$ cat src/rtl/eep_ptr_pkg.sv
package eep_ptr_pkg;
  localparam int unsigned ADDR_W = 15;
  localparam int unsigned PAGE_W = 6;
  localparam int unsigned ROW_W  = ADDR_W - PAGE_W;
  localparam int unsigned CMD_W  = 16;

  typedef enum logic {
    STEP_WR = 1'b0,
    STEP_RD = 1'b1
  } step_mode_e;
endpackage

$ cat src/rtl/eep_ptr_offset.sv
module eep_ptr_offset #(
  parameter int unsigned OFF_W = 6
) (
  input  logic             clk_i,
  input  logic             rst_ni,
  input  logic             load_i,
  input  logic [OFF_W-1:0] load_val_i,
  input  logic             step_i,
  output logic [OFF_W-1:0] off_o,
  output logic             at_end_o
);
  localparam logic [OFF_W-1:0] OffLast = '1;

  logic [OFF_W-1:0] off_q;

  always_ff @(posedge clk_i or negedge rst_ni) begin
    if (!rst_ni)     off_q <= '0;
    else if (load_i) off_q <= load_val_i;
    else if (step_i) off_q <= off_q + 1'b1;
  end

  assign off_o    = off_q;
  assign at_end_o = (off_q == OffLast);
endmodule

$ cat src/rtl/eep_ptr_row.sv
module eep_ptr_row #(
  parameter int unsigned ROW_W = 9
) (
  input  logic             clk_i,
  input  logic             rst_ni,
  input  logic             load_i,
  input  logic [ROW_W-1:0] load_val_i,
  input  logic             inc_i,
  output logic [ROW_W-1:0] row_o
);
  logic [ROW_W-1:0] row_q;

  always_ff @(posedge clk_i or negedge rst_ni) begin
    if (!rst_ni)     row_q <= '0;
    else if (load_i) row_q <= load_val_i;
    else if (inc_i)  row_q <= row_q + 1'b1;
  end

  assign row_o = row_q;
endmodule

$ cat src/rtl/eep_addr_ptr.sv
module eep_addr_ptr
  import eep_ptr_pkg::*;
(
  input  logic              clk_i,
  input  logic              rst_ni,
  input  logic              load_i,
  input  logic [CMD_W-1:0]  load_addr_i,
  input  logic              step_i,
  input  logic              step_rd_i,
  output logic [ADDR_W-1:0] addr_o
);
  logic [PAGE_W-1:0] off;
  logic [ROW_W-1:0]  row;
  logic              off_at_end;
  logic              row_inc;
  step_mode_e        mode;

  assign mode = step_mode_e'(step_rd_i);

  eep_ptr_offset #(.OFF_W(PAGE_W)) u_offset (
    .clk_i      (clk_i),
    .rst_ni     (rst_ni),
    .load_i     (load_i),
    .load_val_i (load_addr_i[PAGE_W-1:0]),
    .step_i     (step_i),
    .off_o      (off),
    .at_end_o   (off_at_end)
  );

  // row moves only when a read byte leaves the last offset of a page
  assign row_inc = step_i && !load_i && (mode == STEP_RD) && off_at_end;

  eep_ptr_row #(.ROW_W(ROW_W)) u_row (
    .clk_i      (clk_i),
    .rst_ni     (rst_ni),
    .load_i     (load_i),
    .load_val_i (load_addr_i[ADDR_W-1:PAGE_W]),
    .inc_i      (row_inc),
    .row_o      (row)
  );

  assign addr_o = {row, off};

  assert_load_R2: assert property (@(posedge clk_i) disable iff (!rst_ni)
    load_i |=> addr_o == $past(load_addr_i[ADDR_W-1:0]));

  assert_wr_page_R3: assert property (@(posedge clk_i) disable iff (!rst_ni)
    (step_i && !load_i && !step_rd_i) |=>
      (addr_o[ADDR_W-1:PAGE_W] == $past(addr_o[ADDR_W-1:PAGE_W])) &&
      (addr_o[PAGE_W-1:0] == $past(addr_o[PAGE_W-1:0]) + 1'b1));

  assert_wr_wrap_R4: assert property (@(posedge clk_i) disable iff (!rst_ni)
    (step_i && !load_i && !step_rd_i && (addr_o[PAGE_W-1:0] == '1)) |=>
      addr_o[PAGE_W-1:0] == '0);

  assert_rd_inc_R5: assert property (@(posedge clk_i) disable iff (!rst_ni)
    (step_i && !load_i && step_rd_i) |=> addr_o == $past(addr_o) + 1'b1);

  assert_rd_top_R6: assert property (@(posedge clk_i) disable iff (!rst_ni)
    (step_i && !load_i && step_rd_i && (addr_o == '1)) |=> addr_o == '0);

  assert_hold_R9: assert property (@(posedge clk_i) disable iff (!rst_ni)
    (!step_i && !load_i) |=> $stable(addr_o));

  always_comb begin
    if (!rst_ni) assert_reset_R1: assert (addr_o == '0);
  end
endmodule

$ cat config.mk
export PLATFORM = sky130hd
export DESIGN_NAME = eep_addr_ptr
export DESIGN_NICKNAME = d
export VERILOG_FILES = /design/src/rtl/eep_ptr_pkg.sv /design/src/rtl/eep_ptr_offset.sv /design/src/rtl/eep_ptr_row.sv /design/src/rtl/eep_addr_ptr.sv
export SDC_FILE = /design/constraint.sdc
export NUM_CORES = 1
export LEC_CHECK = 0
export BUFFER_PORTS_ARGS = -buffer_cell sky130_fd_sc_hd__buf_4
export CORE_MARGIN = 10
export CORE_UTILIZATION = 41
export DETAILED_ROUTE_END_ITERATION = 6
export PLACE_DENSITY = 0.8
export SLEW_MARGIN = 20
export SYNTH_ARGS = -nofsm -noshare
export SYNTH_HDL_FRONTEND = slang
export SYNTH_SLANG_ARGS = --single-unit
$ cat constraint.sdc
create_clock -name clk_i -period 1.4 [get_ports clk_i]
set_input_delay 0.14 -clock clk_i [delete_from_list [all_inputs] [get_ports clk_i]]
set_output_delay 0.14 -clock clk_i [all_outputs]
set_load 0.05 [all_outputs]
Word-level counts from Yosys, hierarchy flattened
Cells that the tools add are included.
{ "word_totals": {"ff_bits": 15, "ramBits": 0, "latch_bits": 0, "out_inout_bits": 15, "mem_bits_ro": 0, "memories": 0, "elab_cells": 15} }
{ "classes": {"bitwise_logic": 0, "div_mod_pow": 0, "multipliers": 0, "n_eq_ne": 1, "mux": 4, "n_lt_le_gt_ge": 0, "add_sub_neg": 2, "reduce_logical": 6, "shift": 0} }
{ "op_table": {"columns": ["cell", "n"], "rows": [
  ["$mux 9", 2],
  ["$mux 6", 2],
  ["$add 9x1->9 const B", 1],
  ["$add 6x1->6 const B", 1],
  ["$eq 6x6->1 const B", 1],
  ["$reduce_bool 2->1", 2],
  ["$logic_and 1x1->1", 3],
  ["$logic_not 1->1", 1]
]} }

Logic depth before layout (Yosys ltp)
{ "depth": {"word_depth": 6, "mapped_depth": 5} }

Modules after synthesis
A second synthesis with hierarchy kept.
{ "hier_totals": {"hier_cells": 92, "hier_area_um2": 843.3} }
{ "modules_own_cells": {"columns": ["module", "instances", "cells_per_inst", "area_each_um2", "seq_area_each_um2"], "rows": [
  ["eep_ptr_row", 1, 56, 514.2, 225.2],
  ["eep_ptr_offset", 1, 35, 319.1, 150.1],
  ["eep_addr_ptr", 1, 1, 10.0, 0.0]
]} }

Worst setup path before layout
OpenSTA, ideal clock, no wires.
{ "synth_path": {"path_kind": "register -> register", "start": "reg u_offset.off_q[0] (netlist: u_offset.off_o[0])", "end": "reg u_row.row_q[7] (netlist: u_row.row_o[7])", "path_buffers": 0, "setup_time_ns": 0.125, "setup_slack_ns": -0.554, "period_less_slack_ns": 1.954, "t_required_ns": 1.275, "arrival_ns": 1.829, "stages_incl_launch_ff": 6, "path_cell_list": "dfrtp_1 -> ha_1 -> nand4_4 -> nor4_1 -> xor2_1 -> mux2_2"} }
{ "synth_via": {"elab_chain_cells": 3} }
{ "synth_lines": {"columns": ["item", "line_no", "rtl"], "rows": [
  ["start, declared", "eep_ptr_offset.sv:14", "logic [OFF_W-1:0] off_q;"],
  ["start signal, assigned", "eep_ptr_offset.sv:18", "else if (load_i) off_q <= load_val_i;"],
  ["start signal, assigned", "eep_ptr_offset.sv:19", "else if (step_i) off_q <= off_q + 1'b1;"],
  ["$eq 6x6->1", "eep_ptr_offset.sv:23", "assign at_end_o = (off_q == OffLast);"],
  ["$logic_and 1x1->1", "eep_addr_ptr.sv:31", "assign row_inc = step_i && !load_i && (mode == STEP_RD) && off_at_end;"],
  ["$reduce_bool 2->1 (no line)", null, null],
  ["end signal, assigned", "eep_ptr_row.sv:15", "else if (load_i) row_q <= load_val_i;"],
  ["end signal, assigned", "eep_ptr_row.sv:16", "else if (inc_i) row_q <= row_q + 1'b1;"],
  ["end, declared", "eep_ptr_row.sv:11", "logic [ROW_W-1:0] row_q;"]
]} }
No other way between the ends.
A chain may end at the register's enable or synchronous reset.

Final worst setup path
{ "layout_path": {"start": "reg u_row.row_q[1] (netlist: u_row.row_o[1])", "end": "reg u_row.row_q[8] (netlist: u_row.row_o[8])"} }
{ "layout_via": {"elab_chain_cells": 3} }
{ "layout_lines": {"columns": ["item", "line_no"], "rows": [
  ["$add 9x1->9", "eep_ptr_row.sv:16"],
  ["$mux 9", "eep_ptr_row.sv:16"],
  ["$mux 9", "eep_ptr_row.sv:15"]
]} }
No other way between the ends. The select of a mux whose other input is x is not followed.

==> run_summary.xml <==
<?xml version="1.0" encoding="UTF-8"?>
<metrics>
  <group name="run_status">
    <metric name="status" unit="">finished with violations</metric>
    <metric name="failed_checks" unit="">setup timing</metric>
  </group>
  <group name="placement">
    <metric name="dp.final_hpwl" unit="um">1730</metric>
    <metric name="place_congestion" unit="">0.780</metric>
    <metric name="port_buffer_cells" unit="">34</metric>
    <metric name="placement.setup.worst_slack" unit="ns">-0.0344</metric>
  </group>
  <group name="sta">
    <metric name="relSlewSlack" unit="">0.829</metric>
    <metric name="worstMarginPinSlew" unit="ns">0.254</metric>
    <metric name="rsz0062_at_grt" unit="">true</metric>
    <metric name="final-max-slew-violation-count" unit="">0</metric>
    <metric name="fin_crit_sh" unit="">1.06</metric>
    <metric name="timing.clock.skew" unit="ns">0.000969</metric>
    <metric name="finalHoldViolCount" unit="">0</metric>
    <metric name="final_critical_path_required_period" unit="ns">1.48</metric>
    <metric name="fin_ws" unit="ns">-0.0790</metric>
    <metric name="final_setup_vio_count" unit="">7</metric>
    <metric name="totalNegativeSetupSlack" unit="ns">-0.336</metric>
    <metric name="achievable-frequency" unit="MHz">676</metric>
  </group>
  <group name="global_route">
    <metric name="grt_max_degree" unit="">27</metric>
    <metric name="global_route_wire_length_before_repair" unit="um">3960</metric>
    <metric name="first_global_vias" unit="">847</metric>
    <metric name="grt-ovfl-total" unit="">0</metric>
    <metric name="antenna_found_initial" unit="">0</metric>
    <metric name="grt_use_total" unit="">0.116</metric>
  </group>
  <group name="min_path">
    <metric name="start_point_of_the_worst_min_delay_path" unit="">load_addr_i[2]</metric>
    <metric name="worstHoldPathType" unit="">in -&gt; reg</metric>
  </group>
  <group name="floorplan">
    <metric name="initial_utilization" unit="">0.427</metric>
    <metric name="top_level_ports" unit="">36</metric>
    <metric name="die_w" unit="um">64.9</metric>
    <metric name="floorplan.die.height" unit="um">64.9</metric>
    <metric name="core_rows" unit="">16</metric>
    <metric name="floorplan.die_area" unit="um^2">4220</metric>
    <metric name="design.core.area" unit="um^2">1940</metric>
  </group>
  <group name="worst_setup_path">
    <metric name="worstSetupStartpoint" unit="">u_row.row_o[1]</metric>
    <metric name="highest_delay_cell_along_the_critical_path" unit="">sky130_fd_sc_hd__dfrtp_2</metric>
    <metric name="cpLargestDelayFamily" unit="">simple AND/OR/NAND/NOR gates</metric>
    <metric name="critical_path.max_stage_delay" unit="ns">0.42</metric>
    <metric name="worstPathCellList" unit="">ha_4 &gt; nand4_1 &gt; nor4_2 &gt; xor2_1 &gt; mux2_2</metric>
    <metric name="cp-end-kind" unit="">flop</metric>
    <metric name="worstPathMaxFanout" unit="">3</metric>
    <metric name="critical_path_class" unit="">reg -&gt; reg</metric>
    <metric name="cp_arrival" unit="ns">1.66</metric>
    <metric name="timing.critical_path.required" unit="ns">1.58</metric>
    <metric name="crit_buf_inv" unit="">0</metric>
    <metric name="setup.worst_path.start_class" unit="">flop</metric>
    <metric name="critical_path.reg2reg.startpoint" unit="">u_row.row_o[1]</metric>
  </group>
  <group name="logic_synthesis">
    <metric name="postSynthNetCount" unit="">107</metric>
    <metric name="synthesis.yosys.warnings" unit="">0</metric>
    <metric name="synthDistinctLibCells" unit="">18</metric>
    <metric name="synth_top_flop_cell" unit="">sky130_fd_sc_hd__dfrtp_1</metric>
    <metric name="seq_area_frac_synth" unit="">0.453</metric>
    <metric name="netlist_instances" unit="">84</metric>
    <metric name="syn_area" unit="um^2">828</metric>
    <metric name="synth_top_area_frac" unit="">0.453</metric>
    <metric name="ys_top_cells_by_area" unit="">sky130_fd_sc_hd__dfrtp_1, sky130_fd_sc_hd__xor2_1, sky130_fd_sc_hd__nand2_1, sky130_fd_sc_hd__xnor2_1, sky130_fd_sc_hd__mux2_2</metric>
    <metric name="asyncSetResetFlopFracSynth" unit="">1.00</metric>
    <metric name="postSynthRegisterBits" unit="">15</metric>
    <metric name="synth_edf_count" unit="">0</metric>
    <metric name="synthDominantAreaCellType" unit="">sky130_fd_sc_hd__dfrtp_1</metric>
    <metric name="post_synth.cell_area_avg" unit="um^2">9.86</metric>
  </group>
  <group name="detailed_routing">
    <metric name="routed_wirelength" unit="um">2630</metric>
    <metric name="vias_after_detailed_routing" unit="">831</metric>
    <metric name="vias_per_instance" unit="">5.01</metric>
    <metric name="firstDrtPassIters" unit="">5</metric>
    <metric name="avg_wl_per_cell" unit="um">15.8</metric>
    <metric name="detail_route.iter0.violations" unit="">21</metric>
    <metric name="remaining_drc_errors" unit="">0</metric>
    <metric name="ant_nets" unit="">0</metric>
  </group>
  <group name="layout">
    <metric name="diode_count" unit="">0</metric>
    <metric name="num-nets-final" unit="">163</metric>
    <metric name="syn_to_final_growth" unit="%">68.3</metric>
    <metric name="final_layout_size_suffix_gt1_frac" unit="">0.612</metric>
  </group>
  <group name="clock_network">
    <metric name="clk_transition_reported_paths" unit="ns">0.09</metric>
    <metric name="cts.root.buffer_cell" unit="">sky130_fd_sc_hd__clkbuf_4</metric>
    <metric name="cts-htree-levels" unit="">1</metric>
    <metric name="tritoncts" unit="">done</metric>
    <metric name="cts_max_path_buffers" unit="">2</metric>
    <metric name="cts_inserted_buffers" unit="">3</metric>
    <metric name="clkSinkCount" unit="">15</metric>
    <metric name="skew_pair_late_insertion_delay" unit="ns">0.29</metric>
  </group>
  <group name="power">
    <metric name="cellPowerDensity" unit="nW/um^2">936</metric>
    <metric name="leakage" unit="uW">0.000606</metric>
    <metric name="power.ir.vdd_worst" unit="V">0.000706</metric>
  </group>
  <group name="run">
    <metric name="maxCapViolations" unit="">0</metric>
  </group>
</metrics>
[cell type report]
class,count,area [um^2]
Clock buffer,4,26.3
Fill cell,149,548
Multi-Input combinational cell,65,522
Sequential cell,15,389
Tap cell,27,33.8
Timing Repair Buffer,55,423
[cells in the final DEF (no fill, tap or decap)]
| cell | synthesis | routed |
|---|---|---|
| sky130_fd_sc_hd__o21ai_0 | 7 | 5 |
| sky130_fd_sc_hd__xnor2_1 | 6 | 4 |
| sky130_fd_sc_hd__nand4_4 | 1 | 1 |
| sky130_fd_sc_hd__dlygate4sd3_1 | 0 | 1 |
| sky130_fd_sc_hd__buf_4 | 0 | 52 |
| sky130_fd_sc_hd__clkbuf_1 | 3 | 1 |
| sky130_fd_sc_hd__dfrtp_2 | 0 | 11 |
| sky130_fd_sc_hd__o21ai_1 | 4 | 6 |
| sky130_fd_sc_hd__nand2_1 | 16 | 16 |
| sky130_fd_sc_hd__nor3_2 | 0 | 2 |
| sky130_fd_sc_hd__xnor2_2 | 0 | 2 |
| sky130_fd_sc_hd__ha_4 | 0 | 2 |
| sky130_fd_sc_hd__nand3_1 | 4 | 3 |
| sky130_fd_sc_hd__xor2_1 | 7 | 7 |
| sky130_fd_sc_hd__mux2i_1 | 2 | 2 |
| sky130_fd_sc_hd__nor3_1 | 3 | 1 |
| sky130_fd_sc_hd__clkbuf_4 | 0 | 3 |
| sky130_fd_sc_hd__nor2_1 | 3 | 1 |
| sky130_fd_sc_hd__nand3_2 | 0 | 1 |
| sky130_fd_sc_hd__nand4_1 | 3 | 3 |
| sky130_fd_sc_hd__nor4_2 | 1 | 2 |
| sky130_fd_sc_hd__nor2_4 | 0 | 2 |
| sky130_fd_sc_hd__nor4_4 | 0 | 1 |
| sky130_fd_sc_hd__buf_6 | 1 | 2 |
| sky130_fd_sc_hd__dfrtp_1 | 15 | 4 |
| sky130_fd_sc_hd__mux2_2 | 4 | 4 |
[cells by family (layout without fill, tap and decap cells)]
kind of cell / count (synthesis) / after routing / share of synthesized area
mux: 6 / 6 / 0.0785
compound gates: 11 / 11 / 0.0665
simple gates: 33 / 33 / 0.207
buf+inv: 4 / 59 / 0.0272
fa+ha+maj: 2 / 2 / 0.0302
flops: 15 / 15 / 0.453
xor+xnor: 13 / 13 / 0.137
[metal layers]
metal	track usage	wire length [um]
met1	0.137	1060
met2	0.187	1370
met3	0.0412	166
met4	0.0455	34
met5	0	0
[path summary, 6_finish.rpt]
path	to	slack [ns]	cells after the start
max in group asynchronous	u_row.row_o[3]	0.97	2
min in group asynchronous	u_row.row_o[7]	0.24	2
worst max register to register	u_row.row_o[8]	-0.08	5
worst max-delay path	u_row.row_o[8]	-0.08	5
worst min-delay path	u_offset.off_o[2]	0.05	3
worst min register to register	u_row.row_o[4]	0.60	2
[sequential cells by signal, indices dropped and copies added (netlist names)]
signal / count
u_offset.off_o: 6
u_row.row_o: 9
[cells in the mapped netlist (3+ instances only)]
master                     instances
sky130_fd_sc_hd__nand4_1           3
sky130_fd_sc_hd__nand3_1           4
sky130_fd_sc_hd__o21ai_1           4
sky130_fd_sc_hd__clkbuf_1          3
sky130_fd_sc_hd__xor2_1            7
sky130_fd_sc_hd__nor2_1            3
sky130_fd_sc_hd__mux2_2            4
sky130_fd_sc_hd__o21ai_0           7
sky130_fd_sc_hd__nand2_1          16
sky130_fd_sc_hd__xnor2_1           6
sky130_fd_sc_hd__dfrtp_1          15
sky130_fd_sc_hd__nor3_1            3
[power by group]
part / total, uW / internal (uW) / switching [uW]
Clock: 255 / 111 / 144
Sequential: 538 / 484 / 54.3
Combinational: 512 / 212 / 300
Total: 1310 / 807 / 498
[worst reg2reg max path, stage by stage (launching register included)]
cell	delay [ns]
sky130_fd_sc_hd__dfrtp_2	0.42
sky130_fd_sc_hd__ha_4	0.14
sky130_fd_sc_hd__nand4_1	0.13
sky130_fd_sc_hd__nor4_2	0.32
sky130_fd_sc_hd__xor2_1	0.10
sky130_fd_sc_hd__mux2_2	0.26
[metrics by stage]
stage / utilization / power (uW) / hold slack (ns) / area [um^2] / cells
global placement: 0.647 / 1010 / 0.00325 / 1260 / 154
floorplan: - / 821 / -0.156 / 892 / 84
global route: 0.718 / 1360 / 0.0610 / 1390 / 166
CTS: 0.675 / 1280 / 0.0576 / 1310 / 161
detailed placement: 0.647 / 1020 / 0.00255 / 1260 / 154
finish: 0.718 / 1310 / 0.0520 / 1390 / 166
[what timing repair did]
action                     CTS  global route
hold buffers                 1             0
pin swaps                    3             8
hold endpoints to repair    15             0
setup buffers                2             5
setup endpoints to repair    7            10
resized for setup            1            10
Note: power is estimated with default switching activity, not from simulation.
